`src/rtl/rxen_calib_pkg.sv`:
```
package rxen_calib_pkg;
  localparam int NUM_GROUPS = 4;
  localparam int GRP_W = $clog2(NUM_GROUPS);
  localparam int LANE_W = 3;
  localparam int COARSE_W = 4;
  localparam int TAP_W = 4;
  localparam int FINE_W = 3;
  localparam int PHASE_W = 2;
  localparam int PRE_W = 2;
  localparam int WORD_W = 32;
  localparam int TAP_LSB = 28;
  localparam int FINE_LSB = 24;
  localparam int PHASE_LSB = 22;
  localparam int PRE_LSB = 20;
  localparam int CH_COARSE_LSB = 7;
  localparam int PHASE_BOUND = 4;
  localparam int PHASE_STEP = 2;
  localparam int MAX_COARSE = (1 << COARSE_W) - 1;

  typedef enum logic [2:0] {
    OP_NONE, OP_TAP2, OP_TAP1, OP_QTR_FWD, OP_QTR_BACK,
    OP_FINE, OP_FULL_BACK, OP_HALF_BACK
  } stepOp_t;

  typedef struct packed {
    logic             loadInit;
    logic             stepEn;
    stepOp_t          stepOp;
    logic [GRP_W-1:0] grpSel;
    logic             finalize;
  } ctlStrobe_t;
endpackage

```
`src/rtl/rxen_step_unit.sv`:
```
module rxen_step_unit
  import rxen_calib_pkg::*;
(
  input  logic                clk,
  input  logic                rstN,
  input  logic [TAP_W-1:0]    tapBound,
  input  logic [TAP_W-1:0]    fineBound,
  input  logic                loadInit,
  input  logic [COARSE_W-1:0] initCoarse,
  input  logic                stepEn,
  input  stepOp_t             stepOp,
  input  logic                finalize,
  input  logic [COARSE_W-1:0] minCoarse,
  output logic [COARSE_W-1:0] coarseOut,
  output logic [TAP_W-1:0]    tapOut,
  output logic [FINE_W-1:0]   fineOut,
  output logic [PHASE_W-1:0]  phaseOut,
  output logic [PRE_W-1:0]    preOut,
  output logic                stepOvf
);
  localparam int SW = 8;

  logic [COARSE_W-1:0] coarseQ;
  logic [TAP_W-1:0]    tapQ;
  logic [FINE_W-1:0]   fineQ;
  logic [PHASE_W-1:0]  phaseQ;
  logic [PRE_W-1:0]    preQ;

  logic signed [SW-1:0] tbS, pbS, dT, dP, dPh, dC;
  logic signed [SW-1:0] nP, nT, nPh, nC, carryT, carryPh, carryC;
  logic [COARSE_W-1:0]  preDiff;

  always_comb begin
    tbS = SW'(signed'({1'b0, tapBound}));
    pbS = SW'(signed'({1'b0, fineBound}));
    dT = '0; dP = '0; dPh = '0; dC = '0;
    case (stepOp)
      OP_TAP2:      dT = SW'(2);
      OP_TAP1:      dT = SW'(1);
      OP_QTR_FWD: begin
        dT = tbS >>> 1;
        dP = tapBound[0] ? (pbS >>> 1) : '0;
      end
      OP_QTR_BACK: begin
        dT = -(tbS >>> 1);
        dP = tapBound[0] ? -(pbS >>> 1) : '0;
      end
      OP_FINE:      dP = SW'(1);
      OP_FULL_BACK: dC = -SW'(1);
      OP_HALF_BACK: dPh = -SW'(PHASE_STEP);
      default: ;
    endcase

    nP = SW'(signed'({1'b0, fineQ})) + dP;
    carryT = '0;
    if (nP >= pbS) begin
      nP = nP - pbS; carryT = SW'(1);
    end else if (nP < 0) begin
      nP = nP + pbS; carryT = -SW'(1);
    end

    nT = SW'(signed'({1'b0, tapQ})) + dT + carryT;
    carryPh = '0;
    if (nT >= tbS) begin
      nT = nT - tbS; carryPh = SW'(PHASE_STEP);
    end else if (nT < 0) begin
      nT = nT + tbS; carryPh = -SW'(PHASE_STEP);
    end

    nPh = SW'(signed'({1'b0, phaseQ})) + dPh + carryPh;
    carryC = '0;
    if (nPh >= SW'(PHASE_BOUND)) begin
      nPh = nPh - SW'(PHASE_BOUND); carryC = SW'(1);
    end else if (nPh < 0) begin
      nPh = nPh + SW'(PHASE_BOUND); carryC = -SW'(1);
    end

    nC = SW'(signed'({1'b0, coarseQ})) + dC + carryC;
    stepOvf = (stepOp != OP_NONE) && ((nC < 0) || (nC > SW'(MAX_COARSE)));
    preDiff = coarseQ - minCoarse;
  end

  always_ff @(posedge clk or negedge rstN) begin
    if (!rstN) begin
      coarseQ <= '0; tapQ <= '0; fineQ <= '0; phaseQ <= '0; preQ <= '0;
    end else if (loadInit) begin
      coarseQ <= initCoarse; tapQ <= '0; fineQ <= '0; phaseQ <= '0; preQ <= '0;
    end else if (finalize) begin
      preQ    <= PRE_W'(preDiff);
      coarseQ <= minCoarse;
    end else if (stepEn && !stepOvf) begin
      fineQ   <= FINE_W'(nP);
      tapQ    <= TAP_W'(nT);
      phaseQ  <= PHASE_W'(nPh);
      coarseQ <= COARSE_W'(nC);
    end
  end

  assign coarseOut = coarseQ;
  assign tapOut    = tapQ;
  assign fineOut   = fineQ;
  assign phaseOut  = phaseQ;
  assign preOut    = preQ;
endmodule

```
`src/rtl/rxen_calib_dp.sv`:
```
module rxen_calib_dp
  import rxen_calib_pkg::*;
#(
  parameter int TAP_BOUND_SLOW  = 12,
  parameter int FINE_BOUND_SLOW = 1,
  parameter int TAP_BOUND_FAST  = 9,
  parameter int FINE_BOUND_FAST = 8
) (
  input  logic                         clk,
  input  logic                         rstN,
  input  ctlStrobe_t                   ctl,
  input  logic                         rateSel,
  input  logic [COARSE_W-1:0]          initCoarse,
  output logic                         stepOvf,
  output logic [NUM_GROUPS*WORD_W-1:0] grpTiming,
  output logic [WORD_W-1:0]            chanWord
);
  logic                rateQ;
  logic [TAP_W-1:0]    tapBound, fineBound;
  logic [COARSE_W-1:0] coarseV [NUM_GROUPS];
  logic [TAP_W-1:0]    tapV    [NUM_GROUPS];
  logic [FINE_W-1:0]   fineV   [NUM_GROUPS];
  logic [PHASE_W-1:0]  phaseV  [NUM_GROUPS];
  logic [PRE_W-1:0]    preV    [NUM_GROUPS];
  logic [NUM_GROUPS-1:0] ovfV;
  logic [COARSE_W-1:0] minCoarse;

  always_ff @(posedge clk or negedge rstN) begin
    if (!rstN)             rateQ <= 1'b0;
    else if (ctl.loadInit) rateQ <= rateSel;
  end

  assign tapBound  = rateQ ? TAP_W'(TAP_BOUND_FAST)  : TAP_W'(TAP_BOUND_SLOW);
  assign fineBound = rateQ ? TAP_W'(FINE_BOUND_FAST) : TAP_W'(FINE_BOUND_SLOW);

  for (genvar g = 0; g < NUM_GROUPS; g++) begin : gen_grp
    rxen_step_unit step_i (
      .clk(clk), .rstN(rstN),
      .tapBound(tapBound), .fineBound(fineBound),
      .loadInit(ctl.loadInit), .initCoarse(initCoarse),
      .stepEn(ctl.stepEn && (ctl.grpSel == GRP_W'(g))),
      .stepOp(ctl.stepOp),
      .finalize(ctl.finalize), .minCoarse(minCoarse),
      .coarseOut(coarseV[g]), .tapOut(tapV[g]), .fineOut(fineV[g]),
      .phaseOut(phaseV[g]), .preOut(preV[g]), .stepOvf(ovfV[g])
    );

    always_comb begin
      grpTiming[g*WORD_W +: WORD_W] = '0;
      grpTiming[g*WORD_W + TAP_LSB   +: TAP_W]   = tapV[g];
      grpTiming[g*WORD_W + FINE_LSB  +: FINE_W]  = fineV[g];
      grpTiming[g*WORD_W + PHASE_LSB +: PHASE_W] = phaseV[g];
      grpTiming[g*WORD_W + PRE_LSB   +: PRE_W]   = preV[g];
    end
  end

  always_comb begin
    minCoarse = coarseV[0];
    for (int g = 1; g < NUM_GROUPS; g++)
      if (coarseV[g] < minCoarse) minCoarse = coarseV[g];
  end

  assign stepOvf = ovfV[ctl.grpSel];

  always_comb begin
    chanWord = '0;
    chanWord[CH_COARSE_LSB +: COARSE_W] = coarseV[ctl.grpSel];
  end
endmodule

```
`src/rtl/rxen_calib_ctrl.sv`:
```
module rxen_calib_ctrl
  import rxen_calib_pkg::*;
(
  input  logic              clk,
  input  logic              rstN,
  input  logic              start,
  input  logic              altCard,
  output logic              probeReq,
  output logic [LANE_W-1:0] probeLane,
  input  logic              probeAck,
  input  logic              probeLevel,
  input  logic              stepOvf,
  output ctlStrobe_t        ctl,
  output logic              done,
  output logic              error
);
  typedef enum logic [3:0] {
    S_IDLE, S_SEQ, S_PRB_A, S_PRB_B, S_EVAL, S_STEP, S_FINAL, S_DONE, S_ERR
  } state_t;

  typedef enum logic [3:0] {
    P_LOW, P_E1_ADD, P_E1_HIGH, P_E1_BACK, P_E1_FINE, P_QTR, P_PRE,
    P_E2_ADD, P_E2_HIGH, P_E2_BACK, P_E2_FINE, P_HALF, P_ALT
  } phase_t;

  state_t           state;
  phase_t           phase;
  logic [GRP_W-1:0] grp;
  logic             altQ, advAfter, lvlA, lvlB;
  logic [LANE_W-1:0] laneA, laneB;

  function automatic stepOp_t phaseOp(phase_t p);
    case (p)
      P_E1_ADD, P_E2_ADD:   return OP_TAP2;
      P_E1_BACK, P_E2_BACK: return OP_QTR_BACK;
      P_E1_FINE, P_E2_FINE: return OP_FINE;
      P_PRE:                return OP_FULL_BACK;
      P_HALF:               return OP_HALF_BACK;
      P_ALT:                return OP_TAP1;
      default:              return OP_QTR_FWD;
    endcase
  endfunction

  function automatic logic isLoop(phase_t p);
    return (p == P_LOW) || (p == P_E1_HIGH) || (p == P_E1_FINE) ||
           (p == P_PRE) || (p == P_E2_HIGH) || (p == P_E2_FINE);
  endfunction

  function automatic logic keepGoing(phase_t p, logic a, logic b);
    case (p)
      P_E1_HIGH, P_E2_HIGH: return !a && !b;
      P_E1_FINE, P_E2_FINE: return !(a && b);
      default:              return a || b;
    endcase
  endfunction

  always_comb begin
    if (altQ) begin
      case (grp)
        2'd0:    laneA = 3'd0;
        2'd1:    laneA = 3'd3;
        2'd2:    laneA = 3'd6;
        default: laneA = 3'd5;
      endcase
      laneB = laneA;
    end else begin
      laneA = {grp, 1'b0};
      laneB = {grp, 1'b1};
    end
  end

  always_ff @(posedge clk or negedge rstN) begin
    if (!rstN) begin
      state <= S_IDLE; phase <= P_LOW; grp <= '0;
      altQ <= 1'b0; advAfter <= 1'b0; lvlA <= 1'b0; lvlB <= 1'b0;
    end else begin
      case (state)
        S_IDLE, S_DONE, S_ERR:
          if (start) begin
            state <= S_SEQ; phase <= P_LOW; grp <= '0; altQ <= altCard;
          end
        S_SEQ:
          if (phase == P_ALT && !altQ) begin
            if (grp == GRP_W'(NUM_GROUPS - 1)) state <= S_FINAL;
            else begin grp <= grp + GRP_W'(1); phase <= P_LOW; end
          end else if (isLoop(phase)) begin
            state <= S_PRB_A;
          end else begin
            advAfter <= 1'b1; state <= S_STEP;
          end
        S_PRB_A:
          if (probeAck) begin lvlA <= probeLevel; state <= S_PRB_B; end
        S_PRB_B:
          if (probeAck) begin lvlB <= probeLevel; state <= S_EVAL; end
        S_EVAL:
          if (keepGoing(phase, lvlA, lvlB)) begin
            advAfter <= 1'b0; state <= S_STEP;
          end else begin
            phase <= phase_t'(phase + 4'd1); state <= S_SEQ;
          end
        S_STEP:
          if (stepOvf) state <= S_ERR;
          else if (advAfter && phase == P_ALT) begin
            if (grp == GRP_W'(NUM_GROUPS - 1)) state <= S_FINAL;
            else begin grp <= grp + GRP_W'(1); phase <= P_LOW; state <= S_SEQ; end
          end else begin
            if (advAfter) phase <= phase_t'(phase + 4'd1);
            state <= S_SEQ;
          end
        S_FINAL: state <= S_DONE;
        default: state <= S_IDLE;
      endcase
    end
  end

  always_comb begin
    ctl.loadInit = start && (state == S_IDLE || state == S_DONE || state == S_ERR);
    ctl.stepEn   = (state == S_STEP);
    ctl.stepOp   = phaseOp(phase);
    ctl.grpSel   = grp;
    ctl.finalize = (state == S_FINAL);
  end

  assign probeReq  = (state == S_PRB_A) || (state == S_PRB_B);
  assign probeLane = (state == S_PRB_B) ? laneB : laneA;
  assign done      = (state == S_DONE);
  assign error     = (state == S_ERR);
endmodule

```
`src/rtl/rxen_calib.sv`:
```
module rxen_calib
  import rxen_calib_pkg::*;
#(
  parameter int TAP_BOUND_SLOW  = 12,
  parameter int FINE_BOUND_SLOW = 1,
  parameter int TAP_BOUND_FAST  = 9,
  parameter int FINE_BOUND_FAST = 8
) (
  input  logic         clk,
  input  logic         rstN,
  input  logic         start,
  input  logic         rateSel,
  input  logic         altCard,
  input  logic [3:0]   initCoarse,
  output logic         probeReq,
  output logic [2:0]   probeLane,
  input  logic         probeAck,
  input  logic         probeLevel,
  output logic [127:0] grpTiming,
  output logic [31:0]  chanWord,
  output logic         done,
  output logic         error
);
  ctlStrobe_t ctl;
  logic       stepOvf;

  rxen_calib_ctrl ctrl_i (
    .clk(clk), .rstN(rstN), .start(start), .altCard(altCard),
    .probeReq(probeReq), .probeLane(probeLane),
    .probeAck(probeAck), .probeLevel(probeLevel),
    .stepOvf(stepOvf), .ctl(ctl), .done(done), .error(error)
  );

  rxen_calib_dp #(
    .TAP_BOUND_SLOW(TAP_BOUND_SLOW), .FINE_BOUND_SLOW(FINE_BOUND_SLOW),
    .TAP_BOUND_FAST(TAP_BOUND_FAST), .FINE_BOUND_FAST(FINE_BOUND_FAST)
  ) dp_i (
    .clk(clk), .rstN(rstN), .ctl(ctl), .rateSel(rateSel),
    .initCoarse(initCoarse), .stepOvf(stepOvf),
    .grpTiming(grpTiming), .chanWord(chanWord)
  );
endmodule

```
`config.mk`:
```
export PLATFORM = sky130hd
export DESIGN_NAME = rxen_calib
export DESIGN_NICKNAME = d
export VERILOG_FILES = /design/src/rtl/rxen_calib_pkg.sv /design/src/rtl/rxen_step_unit.sv /design/src/rtl/rxen_calib_dp.sv /design/src/rtl/rxen_calib_ctrl.sv /design/src/rtl/rxen_calib.sv
export SDC_FILE = /design/constraint.sdc
export NUM_CORES = 1
export LEC_CHECK = 0
export CORE_ASPECT_RATIO = 0.8
export CORE_MARGIN = 3
export CORE_UTILIZATION = 50
export CTS_CLUSTER_SIZE = 10
export DETAILED_ROUTE_END_ITERATION = 12
export PLACE_DENSITY = 0.88
export SYNTH_ARGS = -nofsm -noshare
export SYNTH_HDL_FRONTEND = slang
export SYNTH_SLANG_ARGS = --single-unit
```
`constraint.sdc`:
```
create_clock -name clk -period 9.6 [get_ports clk]
set_input_delay 1.92 -clock clk [delete_from_list [all_inputs] [get_ports clk]]
set_output_delay 1.92 -clock clk [all_outputs]
set_load 0.005 [all_outputs]
```
After elaboration in Yosys (flattened, before gate mapping)
Memories as Yosys holds them, arrays and structs flattened.
Index checks and enable logic that the tools add are counted.
Widths: inputs -> output; s select.
- register bits: 75
- memories: 1
- bits in read-only memories: 48
- output and inout bits: 166
- memories (memory ; words ; width ; rd ports ; clocked after memory_dff ; write ports ; RTL line ; RTL):
    (no name shown) ; 16 ; 3 ; 1 ; 0 ; 0 ; rxen_calib_ctrl.sv:33 ; case (p)
- mux-type cells: 155
- add/sub/neg operators: 60
- reductions and logical operators: 68
- equal/unequal tests: 37
- magnitude comparators: 37
- bitwise operators: 1
- operators with widths (operator ; count):
    $mux 8 ; 27
    $mux 4 ; 51
    $lt 8x1->1 const B ; 16
    $add 8x8->8 ; 12
    $mux 3 ; 29
    $mux 2 ; 33
    $add 5x8->8 ; 8
    $ge 8x5->1 ; 8
    $add 3x8->8 ; 4
    $add 4x8->8 ; 4
    $ge 8x4->1 const B ; 4
    $gt 8x5->1 const B ; 4
    $pmux 8 s4 ; 1
    $pmux 4 s7 ; 1
    $eq 4x3->1 const B ; 6
    $pmux 8 s3 ; 1
    $ne 2x2->1 const B ; 9
    $reduce_bool 3->1 ; 6
    $logic_and 1x1->1 ; 17
    $add 4x4->4 ; 4
    $eq 4x4->1 const B ; 4
    $neg 3->8 ; 2
    $pmux 4 s4 ; 1
    $sub 4x4->4 ; 4
    other kinds (37) ; 102

Logic depth before layout (Yosys ltp)
- depth after elaboration: 25
- gate-level depth with buffers: 42
- gate-level depth less buffers: 40

Cells and area by module
A second synthesis with hierarchy kept.
- cell total of the unflattened synthesis: 1378
- area, all modules: 12115.4 µm²
- modules (own cells, without submodules) (module ; area an instance (µm²) ; instances ; cells each):
    rxen_step_unit (dp_i.gen_grp[0].step_i) ; 2384.8 ; 1 ; 270
    rxen_step_unit (dp_i.gen_grp[1].step_i) ; 2316.0 ; 1 ; 254
    rxen_step_unit (dp_i.gen_grp[2].step_i) ; 2294.7 ; 1 ; 256
    rxen_step_unit (dp_i.gen_grp[3].step_i) ; 2275.9 ; 1 ; 251
    rxen_calib_dp ; 1486.4 ; 1 ; 187
    rxen_calib_ctrl ; 1357.6 ; 1 ; 160

Least setup slack after synthesis
Ideal clock, no wire load.
- kind: reg2reg
- start: register ctrl_i.phase[0]
- end: register ctrl_i.grp[0]
- arrival: 8.896 ns
- stages on the path, launching flop included: 40
- data required time: 9.475 ns
- library setup time: 0.125 ns
- path buffers: 1
- setup slack: 0.579 ns
- cells stage by stage: dfrtp_1 > inv_1 > ha_1 > mux4_2 > nor3_1 > nand2_1 > o21a_1 > nor2_1 > ha_1 > a31oi_1 > ha_1 > inv_1 > ha_1 > a21oi_1 > o21ai_0 > nand2b_1 > fa_1 > ha_1 > [4 not listed] > nand2_1 > a21o_1 > inv_1 > fa_1 > fa_1 > clkbuf_1 > fa_1 > ha_1 > inv_1 > fa_1 > nand2b_1 > a31oi_1 > o32ai_1 > nand2b_1 > a21oi_1 > o211ai_4 > and3_4 > mux2_4
- word-level cells in the longest chain between the ends: 23
- elaborated cells on any way between the ends: 114
- ends and longest elaborated chain (element ; RTL line ; RTL):
    start, declared ; rxen_calib_ctrl.sv:27 ; phase_t phase;
    start signal, assigned ; rxen_calib_ctrl.sv:107 ; if (advAfter) phase <= phase_t'(phase + 4'd1);
    $mem_v2 16x3 ; - ;
    $eq 3x3->1 / $eq 3x2->1 (equally long branches) ; rxen_step_unit.sv:37 ; case (stepOp)
    $pmux 8 s3 ; rxen_step_unit.sv:37 ;
    $add 4x8->8 ; rxen_step_unit.sv:54 ; nP = SW'(signed'({1'b0, fineQ})) + dP;
    $lt 8x1->1 ; rxen_step_unit.sv:58 ; end else if (nP < 0) begin
    $mux 8 ; rxen_step_unit.sv:58 ;
    $mux 8 ; rxen_step_unit.sv:56 ; if (nP >= pbS) begin
    $add 8x8->8 ; rxen_step_unit.sv:62 ; nT = SW'(signed'({1'b0, tapQ})) + dT + carryT;
    [7 not listed] ; - ;
    $add 8x8->8 ; rxen_step_unit.sv:78 ; nC = SW'(signed'({1'b0, coarseQ})) + dC + carryC;
    $lt 8x1->1 / $gt 8x5->1 (equally long branches) ; rxen_step_unit.sv:79 ; stepOvf = (stepOp != OP_NONE) && ((nC < 0) || (nC > SW'(MAX_COARSE)));
    $logic_or 1x1->1 ; rxen_step_unit.sv:79 ;
    $logic_and 1x1->1 ; rxen_step_unit.sv:79 ;
    $bmux 1 s2 ; rxen_calib_dp.sv:63 ; assign stepOvf = ovfV[ctl.grpSel];
    $mux 1 (implied by the code) ; rxen_calib_dp.sv:63 ;
    $ne 2x2->1 (no source line) ; - ;
    $reduce_and 5->1 (no source line) * ; - ;
    end signal, assigned ; rxen_calib_ctrl.sv:74 ; state <= S_IDLE; phase <= P_LOW; grp <= '0;
    end signal, assigned ; rxen_calib_ctrl.sv:80 ; state <= S_SEQ; phase <= P_LOW; grp <= '0; altQ <= altCard;
    end signal, assigned ; rxen_calib_ctrl.sv:85 ; else begin grp <= grp + GRP_W'(1); phase <= P_LOW; end
    end, declared ; rxen_calib_ctrl.sv:28 ; logic [GRP_W-1:0] grp;
Mark *: on every way between the ends. The rest lies on a longest branch, timed or not. The select of a mux whose other input is x is not followed.
A chain may end at the register's enable or synchronous reset.

Worst setup path in the final report
Same ends and word-level chain as after synthesis.

==> impl_metrics.yaml <==
status:
  status: "finished, final reports clean"
grt:
  grt_pass1_vias: 7776
  grt.total_usage_pct: 22.7
  grt_max_degree: 72
  antenna_found_initial: 0
  gr-total-overflow: 0
  grt_first_pass_wirelength_um: 38800
sta:
  worst_slack_ns: 0.363
  clock.fmax_mhz: 108
  fin_skew_ns: 0.0100
  tightest_slew_ns: 0.998
  setup_violations: 0
  fin_crit_ns: 9.24
  slew_viol_final: 0
  finalCritPeriodShare_pct: 96.2
  slew_headroom_pct: 33.5
  hold_violations: 0
  rsz0062_at_grt: "true"
cells_and_area:
  final_cell_mix: "ha_1, conb_1, inv_1"
  fin_cells: 1459
  stdcell_area_um2: 10700
  n_antenna_cell: 0
  areaGrowthSynthToFinish_pct: 9.85
  drive_gt1_share_pct: 8.87
  fin_nets: 1395
  final_common_cell: "ha_1"
worst_setup_path:
  cp_slowest_cell: "fa_2"
  crit_path_start_kind: "flop"
  r2r_end: "ctrl_i.grp[0]$_DFFE_PN0P_"
  path_max_fanout: 8
  path_common_cell: "ha_1"
  r2r_cells: 38
  critPathArrivalTime_ns: 9.48
  worstSetupPathType: "reg2reg"
  critPathMaxStageDelay_ns: 0.58
  setup.worst_path.end_class: "flop"
  crit_start: "ctrl_i.phase[0]$_DFFE_PN0P_"
  rrSetupSlack_ns: 0.36
  cp-endpoint: "ctrl_i.grp[0]$_DFFE_PN0P_"
  worstPathRequired_ns: 9.84
  timing.rr.start: "ctrl_i.phase[0]$_DFFE_PN0P_"
logic_synthesis:
  synthXorXnorAreaFrac_pct: 4.14
  synth_area_um2: 9730
  synth-compound-area-share_pct: 20.2
  synth_edf_count: 0
  ys_types: 75
  synthMuxAreaShare_pct: 4.37
  synth_ff_type: "dfrtp_1"
  synthAdderAreaFrac_pct: 26.0
  synth_top_family_by_area: "adder cells"
  synth-simple-area-share_pct: 12.8
  synth_cells: 1135
  syn-mean-instance-area_um2: 8.57
  synthArstFlopShare_pct: 100
  ys_warn_count: 0
  yosys_register_bits: 71
  synth-seq-area-share_pct: 18.3
min_path:
  hold_path.class: "reg2reg"
placed_design:
  routabilityCongestion: 0.942
  dpl_worst_slack_ns: -0.218
  io_buffers: 60
  placed_area_um2: 10300
  place_inst: 1435
  dp_hpwl_um: 18800
clocking:
  cts_buffer_depth: 2
  cts_buffers: 9
  cts-hold-fix-buffers: 0
  cts.htree.levels: 3
  clk_pin_slew_ns: 0.06
  cts_sinks: 71
  cts_tree: "done"
  root_buffer: "clkbuf_16"
  clkLatencyLatePin_ns: 0.35
routing:
  drcViolationCount: 0
  vias: 8272
  finalWirelength_um: 24600
  dr.pass1.iters: 5
  drt_iter0_markers: 595
  vias_per_cell: 5.67
  routedWlPerCell_um: 16.9
  antenna_left: 0
die:
  pin_count: 177
  die_x_um: 162
  die_area_um2: 21200
  initial_core_util_pct: 52.3
  rows: 44
  coreArea_um2: 18600
  die_y_um: 131
run:
  maxCapViolCount: 0
power:
  p_per_area_nw_per_um2: 357
  ir_drop_mv: 0.143
  finalPower_mw: 3.82
  leakage_nw: 5.53
==> critical path: cells and delay by family, from the launching register on <==
family                   cells  cell delay, ns
multiplexers                 2            0.81
AND/OR/NAND/NOR              6            1.10
flip-flops                   1            0.43
XOR/XNOR                     1            0.16
AO/OA/AOI/OAI               12            2.08
adder cells (fa/ha/maj)     12            4.04
buffers and inverters        5            0.47
==> registers in the layout, summed over array words and instances, names as in the netlist <==
register / flops
ctrl_i.advAfter: 1
ctrl_i.altQ: 1
ctrl_i.grp: 2
ctrl_i.lvlA: 1
ctrl_i.lvlB: 1
ctrl_i.phase: 4
ctrl_i.state: 4
dp_i.gen_grp.step_i.coarseOut: 16
dp_i.gen_grp.step_i.fineOut: 12
dp_i.gen_grp.step_i.phaseOut: 4
dp_i.gen_grp.step_i.preOut: 8
dp_i.gen_grp.step_i.tapOut: 16
dp_i.rateQ: 1
==> area by class of cell <==
cell class	instances	area, um2
inverters	99	374
flip-flops and latches	71	1780
clock inverters	7	47.5
fillers	1625	7920
well taps	253	317
clock buffers	9	225
repair buffers	90	836
multi-input cells	930	7110
==> stage by stage <==
step                      hold slack, ns  setup TNS [ns]  utilization [%]
after floorplan                    0.465               0                -
after global placement             0.465               0             55.1
after detailed placement           0.482           -1.16             55.1
after CTS                          0.497               0             56.6
after global routing               0.532          -0.295             57.4
final                              0.486               0             57.4
==> cells in the mapped netlist, types with 4 or more instances <==
cell type  number  area, um2
a21boi_0        5       37.5
a21o_1         38        285
a21oi_1        58        290
a31oi_1        18        113
and2_1          9       56.3
and3_1          5       31.3
buf_4         116        871
clkbuf_1       32        120
dfrtp_1        71       1780
fa_1           32        641
ha_1          151       1890
inv_1          98        368
mux2_2         12        135
mux2i_1        14        140
mux4_2          6        135
nand2_1        78        293
nand2b_1       14       87.6
nand3_1        42        210
nand4_1         4       25.0
nor2_1         70        263
nor2b_1        12       75.1
nor3_1         10       50.1
o211ai_1       15        113
o21a_1          5       37.5
o21ai_0        69        345
o21bai_1        4       30.0
o221ai_1        7       61.3
o22a_1         17        149
o22ai_1         5       31.3
or3_1           5       31.3
xnor2_1        25        219
xor2_1         21        184
==> per-layer routing <==
metal | vias to the layer above | wire length [um] | global-route usage [%] | share of wire (%)
met4 | 0 | 441 | 6.72 | 1.8
met1 | 3983 | 10700 | 30.8 | 43
li1 | 3909 | - | - | -
met2 | 339 | 11500 | 37.4 | 47
met3 | 41 | 1950 | 4.25 | 7.9
met5 | - | 0 | 0 | 0
==> logic make-up (layout without fill, tap and decap cells) <==
family	after synthesis	in the layout
AO/OA/AOI/OAI	288	288
XOR/XNOR	46	46
adder cells (fa/ha/maj)	183	183
buffers and inverters	249	205
flip-flops	71	71
multiplexers	33	33
other	1	116
AND/OR/NAND/NOR	264	264
==> power breakdown <==
group	total [mW]	switching (mW)	internal, mW
clock	0.321	0.146	0.175
sequential	0.587	0.181	0.406
combinational	2.91	1.58	1.33
total	3.82	1.91	1.91
==> how the worst min path moves through the flow <==
stage                                                 startpoint                                           end  depth (start not counted)
global route                         ctrl_i.advAfter$_DFFE_PN0P_                   ctrl_i.advAfter$_DFFE_PN0P_                          1
finish              dp_i.gen_grp[0].step_i.preOut[1]$_DFFE_PN0P_  dp_i.gen_grp[0].step_i.preOut[1]$_DFFE_PN0P_                          2
CTS                 dp_i.gen_grp[2].step_i.preOut[1]$_DFFE_PN0P_  dp_i.gen_grp[2].step_i.preOut[1]$_DFFE_PN0P_                          2
global placement    dp_i.gen_grp[1].step_i.preOut[1]$_DFFE_PN0P_  dp_i.gen_grp[1].step_i.preOut[1]$_DFFE_PN0P_                          2
detailed placement  dp_i.gen_grp[2].step_i.preOut[1]$_DFFE_PN0P_  dp_i.gen_grp[2].step_i.preOut[1]$_DFFE_PN0P_                          2
floorplan                            ctrl_i.advAfter$_DFFE_PN0P_                   ctrl_i.advAfter$_DFFE_PN0P_                          1
==> repair_timing <==
item                       in CTS  in global routing
gates resized for setup         4                 28
setup buffers                   0                  8
setup endpoints to repair      16                 58
pin swaps                       0                 11
(Power assumes the default switching activity.)
